<file path="src/rtl/mc_ctrl_fsm.sv">
module mc_ctrl_fsm #(
  parameter int OP_W = 6,
  parameter int ST_W = 4,
  parameter logic [OP_W-1:0] OP_RTYPE = 6'h00,
  parameter logic [OP_W-1:0] OP_LW    = 6'h23,
  parameter logic [OP_W-1:0] OP_SW    = 6'h2B,
  parameter logic [OP_W-1:0] OP_BEQ   = 6'h04,
  parameter logic [OP_W-1:0] OP_J     = 6'h02,
  parameter logic [OP_W-1:0] OP_JAL   = 6'h03,
  parameter logic [OP_W-1:0] FN_LDX   = 6'h05
) (
  input  logic            clk,
  input  logic            rst,
  input  logic [OP_W-1:0] opcode,
  input  logic [OP_W-1:0] funct,
  output logic [ST_W-1:0] phase,
  output logic            pc_wr,
  output logic            pc_wr_cond,
  output logic [1:0]      pc_src,
  output logic            mem_rd,
  output logic            mem_wr,
  output logic            addr_sel,
  output logic            ir_wr,
  output logic [1:0]      dst_sel,
  output logic [1:0]      wb_sel,
  output logic            reg_wr,
  output logic            alu_a_sel,
  output logic [1:0]      alu_b_sel,
  output logic [1:0]      alu_op
);
  localparam int CTL_W = 18;
  localparam logic [ST_W-1:0] S_FETCH = 4'd0,  S_DEC   = 4'd1,  S_MADDR = 4'd2,
                              S_MRD   = 4'd3,  S_LDWB  = 4'd4,  S_MWR   = 4'd5,
                              S_EXE   = 4'd6,  S_RDONE = 4'd7,  S_BR    = 4'd8,
                              S_JMP   = 4'd9,  S_JAL   = 4'd10, S_XADDR = 4'd11,
                              S_XRD   = 4'd12, S_XWB   = 4'd13;

  logic [ST_W-1:0]  state, nxt;
  logic [CTL_W-1:0] ctl;

  // field order: pc_wr pc_wr_cond pc_src mem_rd mem_wr addr_sel ir_wr
  //              dst_sel wb_sel reg_wr alu_a_sel alu_b_sel alu_op
  function automatic logic [CTL_W-1:0] ctl_of(input logic [ST_W-1:0] s);
    case (s)
      S_FETCH: ctl_of = {1'b1, 1'b0, 2'b00, 1'b1, 1'b0, 1'b0, 1'b1, 2'b00, 2'b00, 1'b0, 1'b0, 2'b01, 2'b00};
      S_DEC:   ctl_of = {1'b0, 1'b0, 2'b00, 1'b0, 1'b0, 1'b0, 1'b0, 2'b00, 2'b00, 1'b0, 1'b0, 2'b11, 2'b00};
      S_MADDR: ctl_of = {1'b0, 1'b0, 2'b00, 1'b0, 1'b0, 1'b0, 1'b0, 2'b00, 2'b00, 1'b0, 1'b1, 2'b10, 2'b00};
      S_MRD,
      S_XRD:   ctl_of = {1'b0, 1'b0, 2'b00, 1'b1, 1'b0, 1'b1, 1'b0, 2'b00, 2'b00, 1'b0, 1'b0, 2'b00, 2'b00};
      S_LDWB,
      S_XWB:   ctl_of = {1'b0, 1'b0, 2'b00, 1'b0, 1'b0, 1'b0, 1'b0, 2'b00, 2'b01, 1'b1, 1'b0, 2'b00, 2'b00};
      S_MWR:   ctl_of = {1'b0, 1'b0, 2'b00, 1'b0, 1'b1, 1'b1, 1'b0, 2'b00, 2'b00, 1'b0, 1'b0, 2'b00, 2'b00};
      S_EXE:   ctl_of = {1'b0, 1'b0, 2'b00, 1'b0, 1'b0, 1'b0, 1'b0, 2'b00, 2'b00, 1'b0, 1'b1, 2'b00, 2'b10};
      S_RDONE: ctl_of = {1'b0, 1'b0, 2'b00, 1'b0, 1'b0, 1'b0, 1'b0, 2'b01, 2'b00, 1'b1, 1'b0, 2'b00, 2'b00};
      S_BR:    ctl_of = {1'b0, 1'b1, 2'b01, 1'b0, 1'b0, 1'b0, 1'b0, 2'b00, 2'b00, 1'b0, 1'b1, 2'b00, 2'b01};
      S_JMP:   ctl_of = {1'b1, 1'b0, 2'b10, 1'b0, 1'b0, 1'b0, 1'b0, 2'b00, 2'b00, 1'b0, 1'b0, 2'b00, 2'b00};
      S_JAL:   ctl_of = {1'b1, 1'b0, 2'b10, 1'b0, 1'b0, 1'b0, 1'b0, 2'b10, 2'b10, 1'b1, 1'b0, 2'b00, 2'b00};
      S_XADDR: ctl_of = {1'b0, 1'b0, 2'b00, 1'b0, 1'b0, 1'b0, 1'b0, 2'b00, 2'b00, 1'b0, 1'b1, 2'b00, 2'b00};
      default: ctl_of = '0;
    endcase
  endfunction

  always_comb begin
    nxt = S_FETCH;
    case (state)
      S_FETCH: nxt = S_DEC;
      S_DEC: begin
        if (opcode == OP_LW || opcode == OP_SW) nxt = S_MADDR;
        else if (opcode == OP_RTYPE)            nxt = (funct == FN_LDX) ? S_XADDR : S_EXE;
        else if (opcode == OP_BEQ)              nxt = S_BR;
        else if (opcode == OP_J)                nxt = S_JMP;
        else if (opcode == OP_JAL)              nxt = S_JAL;
        else                                    nxt = S_FETCH;
      end
      S_MADDR: nxt = (opcode == OP_SW) ? S_MWR : S_MRD;
      S_MRD:   nxt = S_LDWB;
      S_EXE:   nxt = S_RDONE;
      S_XADDR: nxt = S_XRD;
      S_XRD:   nxt = S_XWB;
      default: nxt = S_FETCH;
    endcase
  end

  always_ff @(posedge clk) begin
    if (rst) begin
      state <= S_FETCH;
      ctl   <= ctl_of(S_FETCH);
    end else begin
      state <= nxt;
      ctl   <= ctl_of(nxt);
    end
  end

  assign phase = state;
  assign {pc_wr, pc_wr_cond, pc_src, mem_rd, mem_wr, addr_sel, ir_wr,
          dst_sel, wb_sel, reg_wr, alu_a_sel, alu_b_sel, alu_op} = ctl;
endmodule

</file>
<file path="config.mk">
export PLATFORM = sky130hd
export DESIGN_NAME = mc_ctrl_fsm
export DESIGN_NICKNAME = d
export VERILOG_FILES = /design/src/rtl/mc_ctrl_fsm.sv
export SDC_FILE = /design/constraint.sdc
export NUM_CORES = 1
export LEC_CHECK = 0
export ABC_AREA = 1
export BUFFER_PORTS_ARGS = -buffer_cell sky130_fd_sc_hd__buf_2
export CAP_MARGIN = 5
export CORE_MARGIN = 5
export CORE_UTILIZATION = 30
export CTS_CLUSTER_SIZE = 10
export DETAILED_ROUTE_END_ITERATION = 16
export PLACE_DENSITY_LB_ADDON = 0.15
export SYNTH_ARGS = -nofsm -noshare
export SYNTH_HDL_FRONTEND = slang
export SYNTH_SLANG_ARGS = --single-unit
</file>
<file path="constraint.sdc">
create_clock -name clk -period 3.9 [get_ports clk]
set_clock_uncertainty 0.2 [all_clocks]
set_input_delay 0.39 -clock clk [delete_from_list [all_inputs] [get_ports clk]]
set_output_delay 0.39 -clock clk [all_outputs]
set_load 0.005 [all_outputs]
</file>
Word-level counts from Yosys, hierarchy flattened
Memory sizes are Yosys's and may differ from the RTL's. A register that Yosys moved wholly into a read port is not among the register bits.
Index checks and enable logic that the tools add are counted.

cells by class
  multiplexer cells = 8
  equality and inequality tests = 12
  reductions and logical operators = 3

operator list
  kind                                            count
  one-hot mux 4 bit (7 select lines)              1
  2-to-1 mux 4 bit                                6
  == test 6 x 2 -> 1 bit (second input constant)  2
  == test 6 x 3 -> 1 bit (second input constant)  2
  == test 6 bit (second input constant)           2
  == test 4 x 2 -> 1 bit (second input constant)  2
  == test 4 bit (second input constant)           2
  logical NOT 6 bit                               1
  == test 4 x 1 -> 1 bit (second input constant)  1
  == test 4 x 3 -> 1 bit (second input constant)  1
  logical NOT 4 bit                               1
  2-to-1 mux 3 bit                                1
  logical OR 1 bit                                1

word-level totals
  bits in read-only memories = 288
  word-level logic and storage cells = 25
  input bits = 14
  register bits after elaboration = 4
  output and inout bits = 22
  memories kept = 1

memories
  name             depth  width  read ports  clocked after Yosys merged registers in  write ports  RTL line  source
  (no name shown)  16     18     1           1                                        0            44        case (s)

Longest topological paths before layout
  depth in word-level cells = 7
  depth in mapped cells = 13
  gate-level depth less buffers = 13

Least setup slack after synthesis
No wires, ideal clock.

  path type = in2reg
  start = input opcode[5]
  end = register ctl[4]
  required time = 3633 ps
  stages on the path = 12
  data arrival time = 1702 ps
  path slack = 1931 ps
  setup time = 67 ps
  buffers on the path = 0
  path through = nor2_1 > inv_1 > nor2_2 > inv_1 > nand2_1 > nor2_1 > o21ai_2 > inv_1 > ha_1 > nor2_1 > nand2_1 > o21ai_2

on the way
  cells in the longest elaborated chain, start to end = 7
  elaborated cells on any way between the ends = 14
  those cells by class = eq/ne: 5; mux: 7; reduce/logical: 2

RTL lines
  item                                    RTL line  source
  start, declared                         14        input logic [OP_W-1:0] opcode,
  == test 6 x 2 -> 1 bit                  72        else if (opcode == OP_JAL) nxt = S_JAL;
  2-to-1 mux 4 bit                        72
  2-to-1 mux 4 bit                        71        else if (opcode == OP_J) nxt = S_JMP;
  2-to-1 mux 4 bit                        70        else if (opcode == OP_BEQ) nxt = S_BR;
  2-to-1 mux 4 bit                        69        else if (opcode == OP_RTYPE) nxt = (funct == FN_LDX) ? S_XADDR : S_EXE;
  2-to-1 mux 4 bit                        68        if (opcode == OP_LW || opcode == OP_SW) nxt = S_MADDR;
  one-hot mux 4 bit (7 select lines) (*)  65        case (state)
  via nxt[1]                              38        logic [ST_W-1:0] state, nxt;
  end, declared                           39        logic [CTL_W-1:0] ctl;

Mark *: on every way through the listed nets, which the timed path passes. The rest lies on a longest branch.
A chain may end at the register's enable or synchronous reset.

Worst setup path in the final report
  start = register state[0] (netlist: phase[0])
  end = register ctl[13]

on the way
  cells in the longest elaborated chain, start to end = 2
  elaborated cells on any way between the ends = 8
  those cells by class = eq/ne: 6; mux: 1; reduce/logical: 1

RTL lines
  item                                    RTL line  source
  start, declared                         38
  start signal, assigned                  89        state <= nxt;
  == test 4 bit (tied with other cells)   65
  one-hot mux 4 bit (7 select lines) (*)  65
  via nxt[0]                              38

Marks and branches as above.

==> impl_results.md <==
* Final wirelength at 2.14 mm
* Final period utilization at 52.7%
* Final setup vio count at 0
* DRT iter0 DRCs at 56
* Final HPWL DP at 1.78 mm
* Row count at 21
* Worst R2R Setup Slack at 1840 ps
* Startpoint Class: flop
* Synth-to-layout area growth at 21.7%
* Postcts setup bufs at 0
* Mapped Nets at 167
* Remaining global-route overflow at 0
* Gate Count Post-Synth at 149
* Synth unique cells at 23
* M3 GR Usage at 3.61%
* Yosys warnings at 0
* CP required at 3930 ps
* Rel. slew slack at 76.1%
* Vias/cell at 4.29
* Pin count of the biggest net entering global routing at 12
* Post-DR wirelength/cell at 9.34 um
* Crit-path max FO at 8
* Max VDD drop at 0.225 mV
* GRT Total Usage at 10.0%
* CTS H-tree depth at 1
* Buffers on Ports at 35
* Final Hold Viols at 0
* Post-synthesis register bit count at 19
* Critical Path Source: phase[0]
* First-pass GRT wire length at 3.64 mm
* Leakage power figure at 0.692 nW
* GRT Max-Usage Layer: met2
* Share of layout cells above drive strength 1 at 31.1%
* Tmin final at 2060 ps
* Kind of path behind the tightest hold check: input pin to flop
* DRC viols at 0
* Final net count at 202
* Die height at 68.4 um
* Final Slew Violations at 0
* Commonest non-fill, non-tap cell in the layout: buf_2
* Routability congestion estimate at 0.830
* TNS Setup at 0 ps
* Die area at 0.00468 sq mm
* Unrepaired setup endpoints after global routing: false
* Critical Path AT at 2090 ps
* Vias post-DR at 983
* Initial antenna violation count at 0
* Status: complete, no violations
* Initial Util at 30.9%
* Setup CP Type: flop to flop
* Reg2Reg Depth at 9
* Cell Area, Synth at 0.00102 sq mm
* Clock Sink Count at 19
* R2R Path Start: phase[0]
* First-pass iteration count of the detailed router at 4
* Core area at 0.00331 sq mm
* Worst Hold Launch: rst
* Worst Slack Setup Final at 1840 ps
* Worst Tran Pin Value at 358 ps
* Worst reg2reg path endpoint: ctl[13]
* Setup WS pre-CTS at 1630 ps
* CTS tree: built
* Met2 Use GR at 16.0%
* CTS resizes at 0
* Deepest clock path buffer count at 2
* Clk_lat worst skew at 280 ps
* PwrDens at 276 mW/mm^2
* Crit path capture: ctl[13]
* Syn Area/Cell at 6.86 sq um
* Fmax at 0.487 GHz
* Antenna Nets Post-Route at 0
* Vias in the first global route at 908
* Crit end category: flop
* Max-cap violation count at 0
* Post-CTS Hold Buffers at 0
* CTS root buf: clkbuf_4
* Met1 Usage GRT at 13.1%
* Ant diodes at 0
* Top Ports at 36
* Clock transition at path regs at 100 ps
* Post-synthesis sequential area ratio at 37.2%
* Commonest non-fill, non-tap cells in the layout: buf_2 (35), nand2_1 (31), nor2_1 (28)
* Num CTS Buffers at 3
* Die W at 68.4 um
[final cells by class]
class / count / area [sq um]
Fill cell: 383 / 2070
Multi-Input combinational cell: 99 / 499
Sequential cell: 19 / 380
Timing Repair Buffer: 35 / 175
Inverter: 26 / 104
Tap cell: 46 / 57.6
Clock buffer: 3 / 22.5
Clock inverter: 1 / 5.00
[cells in the mapped netlist]
cell type,n,area [sq um]
inv_6,1,8.76
o21ai_0,1,5.00
a21oi_1,4,20.0
nor3_1,2,10.0
inv_1,22,82.6
nor2_1,28,105
nand4_1,1,6.26
nand3_1,13,65.1
clkinv_2,1,5.00
and3_1,1,6.26
nand2_2,4,25.0
inv_2,2,7.51
nor2_2,4,25.0
buf_4,3,22.5
nand3_4,1,17.5
buf_6,1,11.3
buf_2,1,5.00
nand2_1,31,116
nand3_2,2,20.0
dfxtp_1,19,380
nor3_2,1,10.0
o21ai_2,2,17.5
ha_1,4,50.1
[flip-flops by register name (all words and copies together) (netlist names)]
name   count
ctl       15
phase      4
[through the flow]
stage                     instance area [sq um]  total power, mW  instances  util (%)  hold slack [ps]
after global placement                     1220            0.255        225      36.7              425
final                                      1240            0.343        229      37.6              121
after global routing                       1240            0.369        229      37.6              115
after floorplan                            1020            0.236        149         -              262
after CTS                                  1240            0.348        229      37.6              112
after detailed placement                   1220            0.255        225      36.7              421
[kinds of logic (layout without fill, tap and decap cells)]
kind of cell,after synthesis,count (layout),share of synthesized area (%)
simple gates,88,88,39.8
buf+inv,31,65,14.0
fa+ha+maj,4,4,4.90
compound gates,7,7,4.16
flops,19,19,37.2
[worst max-delay path, stage by stage (launching register included)]
cell and delay, ps:
dfxtp_1 490, nand3_2 150, nor2_1 150, o21ai_0 100
nand3_1 160, inv_1 100, ha_1 360, nor2_1 150
nand2_1 70, nand3_1 80
[routing by layer]
| layer | up-vias | part of all wire (%) |
|---|---|---|
| li1 | 515 | - |
| met1 | 437 | 48 |
| met2 | 29 | 45 |
| met3 | 2 | 5.6 |
| met4 | 0 | 0.42 |
| met5 | - | 0 |
[worst min-delay path by stage]
stage | depth (start not counted) | to | slack [ps]
after CTS | 2 | ctl[15] | 110
final | 2 | ctl[15] | 120
after global placement | 2 | ctl[15] | 420
after floorplan | 1 | ctl[15] | 260
after detailed placement | 2 | ctl[15] | 420
after global routing | 2 | ctl[15] | 120
[where the power goes]
part           switching, mW  internal, mW  leakage [nW]
Sequential           0.00330         0.200         0.155
Clock                 0.0540        0.0381        0.0177
Combinational         0.0280        0.0196         0.520
Total                 0.0853         0.257         0.692
Power figures use the tool's default switching activity.
